### config.mk
export PLATFORM = sky130hd
export DESIGN_NAME = fetch_bounds_guard
export DESIGN_NICKNAME = d
export VERILOG_FILES = /design/src/rtl/fbg_pkg.sv /design/src/rtl/fbg_len_decode.sv /design/src/rtl/fbg_range_cmp.sv /design/src/rtl/fbg_caller_track.sv /design/src/rtl/fetch_bounds_guard.sv
export SDC_FILE = /design/constraint.sdc
export NUM_CORES = 1
export LEC_CHECK = 0
export BUFFER_PORTS_ARGS = -buffer_cell sky130_fd_sc_hd__buf_2
export CORE_MARGIN = 10
export CORE_UTILIZATION = 52
export DETAILED_ROUTE_END_ITERATION = 8
export HOLD_SLACK_MARGIN = 0.03
export PLACE_DENSITY = 0.81
export REMOVE_ABC_BUFFERS = 1
export SYNTH_ARGS = -nofsm -noshare
export SYNTH_HDL_FRONTEND = slang
export SYNTH_SLANG_ARGS = --single-unit
### constraint.sdc
create_clock -name clk -period 5.9 [get_ports clk]
set_input_delay 0.885 -clock clk [delete_from_list [all_inputs] [get_ports clk]]
set_output_delay 0.885 -clock clk [all_outputs]
set_load 0.02 [all_outputs]
### src/rtl/fbg_pkg.sv
// Shared types for the fetch bounds checker.
// Assumes instruction length is 2 or 4 bytes, chosen by the two low opcode bits.
package fbg_pkg;
    typedef enum logic {
        LEN_HALF = 1'b0,
        LEN_WORD = 1'b1
    } len_class_e;

    localparam logic [1:0] WORD_OPC_LOW = 2'b11;
endpackage

### src/rtl/fbg_len_decode.sv
// Length decoder: classifies an instruction as 2 or 4 bytes long and gives its
// byte span. Assumes only the two low bits carry the length.
module fbg_len_decode #(
    parameter int INSN_W = 32,
    parameter int SPAN_W = 3
) (
    input  logic [INSN_W-1:0]   insn,
    output fbg_pkg::len_class_e len_class,
    output logic [SPAN_W-1:0]   span
);
    // Pick length class from the low opcode bits.
    always_comb begin
        if (insn[1:0] == fbg_pkg::WORD_OPC_LOW) begin
            len_class = fbg_pkg::LEN_WORD;
            span      = SPAN_W'(4);
        end else begin
            len_class = fbg_pkg::LEN_HALF;
            span      = SPAN_W'(2);
        end
    end
endmodule

### src/rtl/fbg_range_cmp.sv
// Range comparator: flags an instruction whose span [pc, pc+span) leaves
// [base, top). Uses one extra bit so pc+span cannot wrap.
module fbg_range_cmp #(
    parameter int ADDR_W = 32,
    parameter int SPAN_W = 3
) (
    input  logic [ADDR_W-1:0] pc,
    input  logic [SPAN_W-1:0] span,
    input  logic [ADDR_W-1:0] base,
    input  logic [ADDR_W-1:0] top,
    output logic              out_of_bounds
);
    localparam int EXT_W = ADDR_W + 1;

    logic [EXT_W-1:0] end_addr;

    // Exclusive end address of the instruction, widened against wrap.
    always_comb end_addr = {1'b0, pc} + EXT_W'(span);

    // Compare both edges of the span against the bounds.
    always_comb out_of_bounds = (pc < base) || (end_addr > {1'b0, top});
endmodule

### src/rtl/fbg_caller_track.sv
// Caller tracker: private record of the last retired PC and whether that
// instruction redirected the flow. It updates only on retire.
module fbg_caller_track #(
    parameter int ADDR_W = 32
) (
    input  logic              clk,
    input  logic              rst_n,
    input  logic              retire,
    input  logic              redirect,
    input  logic [ADDR_W-1:0] pc,
    output logic [ADDR_W-1:0] prev_pc,
    output logic              from_xfer
);
    // Capture the retiring PC and its transfer flag.
    always_ff @(posedge clk) begin
        if (!rst_n) begin
            prev_pc   <= '0;
            from_xfer <= 1'b0;
        end else if (retire) begin
            prev_pc   <= pc;
            from_xfer <= redirect;
        end
    end
endmodule

### src/rtl/fetch_bounds_guard.sv
// Fetch bounds checker with caller attribution. It checks each fetched
// instruction over its full length against the PC capability bounds. It latches
// a fault until flush, charging a fault on a transfer target to the instruction
// that jumped. In-bounds instructions are forwarded one cycle later.
// Assumes retire refers to the instruction currently on fetch_pc.
module fetch_bounds_guard #(
    parameter int ADDR_W = 32,
    parameter int INSN_W = 32
) (
    input  logic              clk,
    input  logic              rst_n,
    input  logic              fetch_valid,
    input  logic [ADDR_W-1:0] fetch_pc,
    input  logic [INSN_W-1:0] fetch_insn,
    input  logic [ADDR_W-1:0] cap_base,
    input  logic [ADDR_W-1:0] cap_top,
    input  logic              redirect,
    input  logic              retire,
    input  logic              flush,
    output logic              fault,
    output logic [ADDR_W-1:0] fault_pc,
    output logic              insn_valid,
    output logic [INSN_W-1:0] insn_out
);
    localparam int SPAN_W = 3;

    fbg_pkg::len_class_e len_class;
    logic [SPAN_W-1:0]   span;
    logic                oob;
    logic [ADDR_W-1:0]   prev_pc;
    logic                from_xfer;
    logic                new_fault;
    logic [ADDR_W-1:0]   blame_pc;
    logic                fault_q;
    logic [ADDR_W-1:0]   fault_pc_q;
    logic                pass_q;
    logic [INSN_W-1:0]   insn_q;

    fbg_len_decode #(.INSN_W(INSN_W), .SPAN_W(SPAN_W)) u_len (
        .insn      (fetch_insn),
        .len_class (len_class),
        .span      (span)
    );

    fbg_range_cmp #(.ADDR_W(ADDR_W), .SPAN_W(SPAN_W)) u_cmp (
        .pc            (fetch_pc),
        .span          (span),
        .base          (cap_base),
        .top           (cap_top),
        .out_of_bounds (oob)
    );

    fbg_caller_track #(.ADDR_W(ADDR_W)) u_trk (
        .clk       (clk),
        .rst_n     (rst_n),
        .retire    (retire),
        .redirect  (redirect),
        .pc        (fetch_pc),
        .prev_pc   (prev_pc),
        .from_xfer (from_xfer)
    );

    // A new fault needs a valid out-of-bounds fetch while none is held.
    always_comb new_fault = fetch_valid && oob && !fault_q;

    // Blame the jumping instruction for transfer targets, else the fetch itself.
    always_comb blame_pc = from_xfer ? prev_pc : fetch_pc;

    // Sticky fault register, cleared only by flush.
    always_ff @(posedge clk) begin
        if (!rst_n) begin
            fault_q    <= 1'b0;
            fault_pc_q <= '0;
        end else if (flush) begin
            fault_q    <= 1'b0;
        end else if (new_fault) begin
            fault_q    <= 1'b1;
            fault_pc_q <= blame_pc;
        end
    end

    // Forward in-bounds instructions with one cycle of latency.
    always_ff @(posedge clk) begin
        if (!rst_n) begin
            pass_q <= 1'b0;
            insn_q <= '0;
        end else begin
            pass_q <= fetch_valid && !oob && !fault_q;
            if (fetch_valid && !oob && !fault_q) insn_q <= fetch_insn;
        end
    end

    // Drive the outputs from the registers.
    always_comb begin
        fault      = fault_q;
        fault_pc   = fault_pc_q;
        insn_valid = pass_q;
        insn_out   = insn_q;
    end
endmodule

# Word level (Yosys, flattened, before mapping)

Cells that the tools add are included.

Output and inout port bits: 66
Logic and storage cells: 23
Flip-flop bits (word level): 99

Equal/unequal tests: 1
Add/subtract/negate cells: 1
Reductions and logical operators: 9
Order comparisons: 2
Bitwise gates (word level): 2
Multiplexer cells: 2

Operator list:

| operator                                 | count |
|---|---|
| adder 32 x 3 -> 33 bit                   | 1 |
| greater-than comparator 33 x 32 -> 1 bit | 1 |
| less-than comparator 32 bit              | 1 |
| two-way mux 32 bit                       | 1 |
| logical AND 1 bit                        | 4 |
| two-way mux 3 bit                        | 1 |
| == test 2 bit, second input constant     | 1 |
| zero test 1 bit                          | 2 |
| NOT 1 bit                                | 2 |
| AND reduction 2 bit                      | 1 |
| OR reduction 2 bit                       | 1 |
| logical OR 1 bit                         | 1 |

# Depth between registers and ports, before layout

Depth after elaboration: 8
Gate-level depth with buffers: 19
Gate-level depth less buffers: 17

# By module

Synthesis repeated with hierarchy kept, for this count alone.

Cell total of the unflattened synthesis: 711
Area total of the unflattened synthesis: 6293.5 um2

Modules (own cells, without submodules):

| module             | instances | seq. area each (um2) | cells each | area an instance (um2) |
|---|---|---|---|---|
| fetch_bounds_guard | 1         | 1321.3               | 289        | 2755.1 |
| fbg_range_cmp      | 1         | 0.0                  | 311        | 2229.6 |
| fbg_caller_track   | 1         | 660.6                | 106        | 1280.0 |
| fbg_len_decode     | 1         | 0.0                  | 5          | 28.8 |

# Worst setup path before layout

OpenSTA, ideal clock, no wires.

Path type: input -> register
From: in fetch_insn[1]
To: reg fault_pc_q[10] (netlist: fault_pc[10])
Slack: 1332 ps
Data required time: 5781 ps
Cell stages on the path: 19
Arrival: 4449 ps
Path buffers: 2
Setup time: 119 ps
Cell sequence: nand2_1 > ha_1 > fa_1 > and3_1 > and3_1 > and3_1 > and3_1 > clkbuf_1 > nand4_1 > xnor2_1 > ha_1 > nand3_1 > nor3_1 > nand4_1 > o211ai_1 > o22ai_2 > o31a_4 > buf_6 > o221a_1

Cells in the longest elaborated chain, start to end: 8

Ends and longest elaborated chain:

| what                                     | RTL line                 | source |
|---|---|---|
| start, declared                          | fetch_bounds_guard.sv:14 | `input logic [INSN_W-1:0] fetch_insn,` |
| == test 2 bit                            | fbg_len_decode.sv:13     | `if (insn[1:0] == fbg_pkg::WORD_OPC_LOW) begin` |
| two-way mux 3 bit                        | fbg_len_decode.sv:13     |  |
| adder 32 x 3 -> 33 bit                   | fbg_range_cmp.sv:18      | `always_comb end_addr = {1'b0, pc} + EXT_W'(span);` |
| greater-than comparator 33 x 32 -> 1 bit | fbg_range_cmp.sv:21      | `always_comb out_of_bounds = (pc < base) \|\| (end_addr > {1'b0, top});` |
| logical OR 1 bit                         | fbg_range_cmp.sv:21      |  |
| logical AND 1 bit (2 in series)          | fetch_bounds_guard.sv:64 | `always_comb new_fault = fetch_valid && oob && !fault_q;` |
| AND reduction 2 bit (no line)            | --                       |  |
| end signal, assigned                     | fetch_bounds_guard.sv:78 | `fault_pc_q <= blame_pc;` |
| end, declared                            | fetch_bounds_guard.sv:35 | `logic [ADDR_W-1:0] fault_pc_q;` |

No other way between the ends.
A chain may end at the register's enable or synchronous reset.

# Final worst setup path

From: in fetch_insn[1]
To: reg fault_pc_q[13] (netlist: fault_pc[13])

The elaborated chain is that of the path after synthesis.

==> metrics.csv <==
stage;metric;value;unit
status;status;finished, final reports clean;
critical_path;critical path cell sequence;buf_2, nand2_1, ha_1, fa_1, and3_1, and3_1, and3_1, and3_1, nand4_1, xnor2_1, ha_1, nand3_1, nor3_1, nand4_1, o211ai_1, o22ai_2, nor3_4, buf_12, o221a_1;
synth;largest area contributor in the netlist;dfxtp_1;
routing;vias;5906;
clocking;Clk Latency, worst-skew pair;350;ps
routing;1st-pass router iterations;5;
global_routing;first-pass GRT wire length;29500;um
synth;top cell type's share of synthesized area;32.0;%
routing;Detail Route Antenna Nets;0;
clocking;sink count of the clock tree;99;
sta;Fin. Hold Viols;0;
critical_path;Critical Path Sink Type;flip-flop;
sta;Slew headroom;25.9;%
synth;Synth Area in XOR/XNOR;4.11;%
synth;sequential share of the synthesized area;32.0;%
synth;mux share of post-synthesis cell area;10.4;%
synth;Synth cell types;46;
clocking;Clock Tree Buf Depth;2;
clocking;CTS tree;done;
min_path;Min-Delay Path Class;flip-flop to flip-flop;
die;row count;39;
critical_path;most frequent cell on the critical path;and3_1;
critical_path;Setup CP Type;input pin to flip-flop;
power;maximum vdd drop;0.137;mV
clocking;TritonCTS Buffers;9;
synth;number of synthesized flops with an enable pin;0;
routing;post-DR vias/cell;5.67;
cells_and_area;Nets;1093;
die;height of the die;129;um
cells_and_area;Seq. cell area;1980;um^2
global_routing;largest net degree at the start of global routing;47;
cells_and_area;final core utilization;65.8;%
cells_and_area;layout cells sized above 1;25.9;%
synth;most common cell in the synthesized netlist;dfxtp_1;
routing;DRC;0;
cells_and_area;multi-input gate area in the final layout;3770;um^2
routing;WL final;18800;um
routing;Starting DRT DRC Count;385;
clocking;PostCTS Resize Cnt;0;
synth;Adder-Cell Fraction of Synth Area;13.5;%
clocking;CTS Root Cell;clkbuf_16;
clocking;H-tree depth;3;
synth;Avg Inst Size Synth;8.62;um^2
placed_design;gp weighted congestion;0.867;
synth;#FFs+latches synth;99;
synth;top cells by area, synth;dfxtp_1, ha_1, mux2i_1;
routing;wire per inst;18.0;um
placed_design;dpl hpwl;14100;um
global_routing;vias in the first global route;5977;
sta;unrepaired setup endpoints after global routing;false;
die;Top Ports;200;
critical_path;Critical Path Fanout Max;24;
critical_path;critical path's largest stage delay;400;ps
power;leak pwr;3.75;nW
synth;largest family of logic cells by synthesized area;compound AO/OA/AOI/OAI gates;
die;Initial Util;53.7;%
die;die area;16700;um^2
synth;complex-gate fraction of the synthesized area;18.2;%
synth;Yosys Warn Count;0;
sta;Max Transition Viols Final;0;
synth;Post-Synth Simple-Gate Area;14.7;%
global_routing;GR Util All Layers;21.8;%
cells_and_area;Area growth syn-to-layout;22.5;%
synth;Syn Inst Count;718;
synth;async set-reset flop share out of synthesis;0;%
sta;Peak Freq;213;MHz
sta;period utilisation layout;79.7;%
power;pwr dens;237;nW/um^2
critical_path;CP max stage cell;nor3_1;
synth;top_reg_cell synth;dfxtp_1;
placed_design;I/O Buffers;199;
clocking;Setup Buffers After CTS;0;
sta;Final Skew;8.33;ps
critical_path;crit path DAT;4990;ps
clocking;cts hold-fix bufs;0;
sta;final setup vio count;0;
critical_path;crit start category;input pin;
global_routing;initial antenna violation count;0;
synth;top cells by count, synth;dfxtp_1, inv_1, ha_1, mux2i_1, a21oi_1;
die;Die Wd;129;um
sta;Worst Tran Pin Value;1110;ps
sta;Final min period;4700;ps
flow_run;max_cap viols;0;
global_routing;Overflow after GRT;0;
die;core footprint;11500;um^2
cells_and_area;fill cell total of the finished layout;979;
synth;mapped cell area;6190;um^2
cells_and_area;n_diodes;0;
critical_path;Req. time, crit path;6190;ps
clocking;CTS clk-pin slew, worst paths;70;ps
sta;Sum Neg Setup Slack;0;ps
## path summary, 6_finish.rpt
path,slack (ps),endpoint,cells past startpoint,start
hold / removal,470,insn_out[22]$_SDFFE_PN0P_,2,insn_out[22]$_SDFFE_PN0P_
setup reg to reg,4060,fault_pc[13]$_SDFFE_PN0P_,5,fault$_SDFFE_PP0P_
setup / recovery,1200,fault_pc[13]$_SDFFE_PN0P_,19,fetch_insn[1]
hold reg to reg,470,insn_out[22]$_SDFFE_PN0P_,2,insn_out[22]$_SDFFE_PN0P_
## kinds of logic after synthesis
kind of cell,count (synthesis)
AOI/OAI and AO/OA,158
xor gates and xnor gates,29
adders and majority gates,66
buffers and inverters,110
DFF,99
muxes,64
and+or+nand+nor,192
## sequential cells by signal, indices dropped and copies added, names as in the netlist
signal / flops
insn_out: 32
fault_pc: 32
u_trk.prev_pc: 32
fault: 1
insn_valid: 1
u_trk.from_xfer: 1
## power by group
| part | total [W] | switching, W | internal [W] | leakage (nW) |
|---|---|---|---|---|
| clock | 0.000650 | 0.000266 | 0.000384 | 0.163 |
| combinational | 0.000411 | 0.000243 | 0.000169 | 2.78 |
| sequential | 0.000738 | 0.0000281 | 0.000710 | 0.812 |
| total | 0.00180 | 0.000536 | 0.00126 | 3.75 |
## critical path: cells and delay by family
family | cells | cell delay (ps)
xor gates and xnor gates | 1 | 160
adders and majority gates | 3 | 690
and+or+nand+nor | 10 | 2330
AOI/OAI and AO/OA | 3 | 550
buffers and inverters | 2 | 340
## cells in the final DEF (no fill, tap or decap), drive strengths merged, types with 2 or more instances in the layout
master and n:
a211oi 3, a21boi 2, a21o 11, a21oi 53, and3 12, buf 206, bufinv 2, clkbuf 10
clkinv 3, dfxtp 99, ha 65, inv 69, mux2i 64, nand2 51, nand3 48, nand4 17
nor2 44, nor2b 4, nor3 8, nor4 2, o211ai 4, o21a 3, o21ai 38, o221a 33
o221ai 2, xnor2 17, xor2 12
## per-stage QoR
| step | cell area (um^2) | std cells | power (W) | worst slack (ps) | hold WS [ps] |
|---|---|---|---|---|---|
| floorplan | 6000 | 676 | 0.000986 | 650 | 460 |
| finish | 7580 | 1041 | 0.00180 | 1200 | 470 |
| global route | 7580 | 1041 | 0.00188 | 854 | 498 |
| CTS | 7580 | 1041 | 0.00180 | 1240 | 473 |
| detailed placement | 7250 | 1025 | 0.00116 | 898 | 462 |
| global placement | 7250 | 1025 | 0.00115 | 1010 | 459 |
## metal layers
layer,wire length (um),GRT usage [%],up-vias
li1,-,-,2905
met1,7730,25.5,2746
met2,9060,36.8,205
met3,1340,6.16,50
met4,618,9.30,0
met5,0,0,-
## layout make-up
type                       instances  share of cell area [%]
inverter                          68                    3.37
tap                              143                    2.36
clock buffer                      10                    3.15
multi-input combinational        509                    49.8
timing repair buffer             206                    14.0
clock inverter                     6                    1.16
sequential                        99                    26.2
Power figures use the tool's default switching activity.
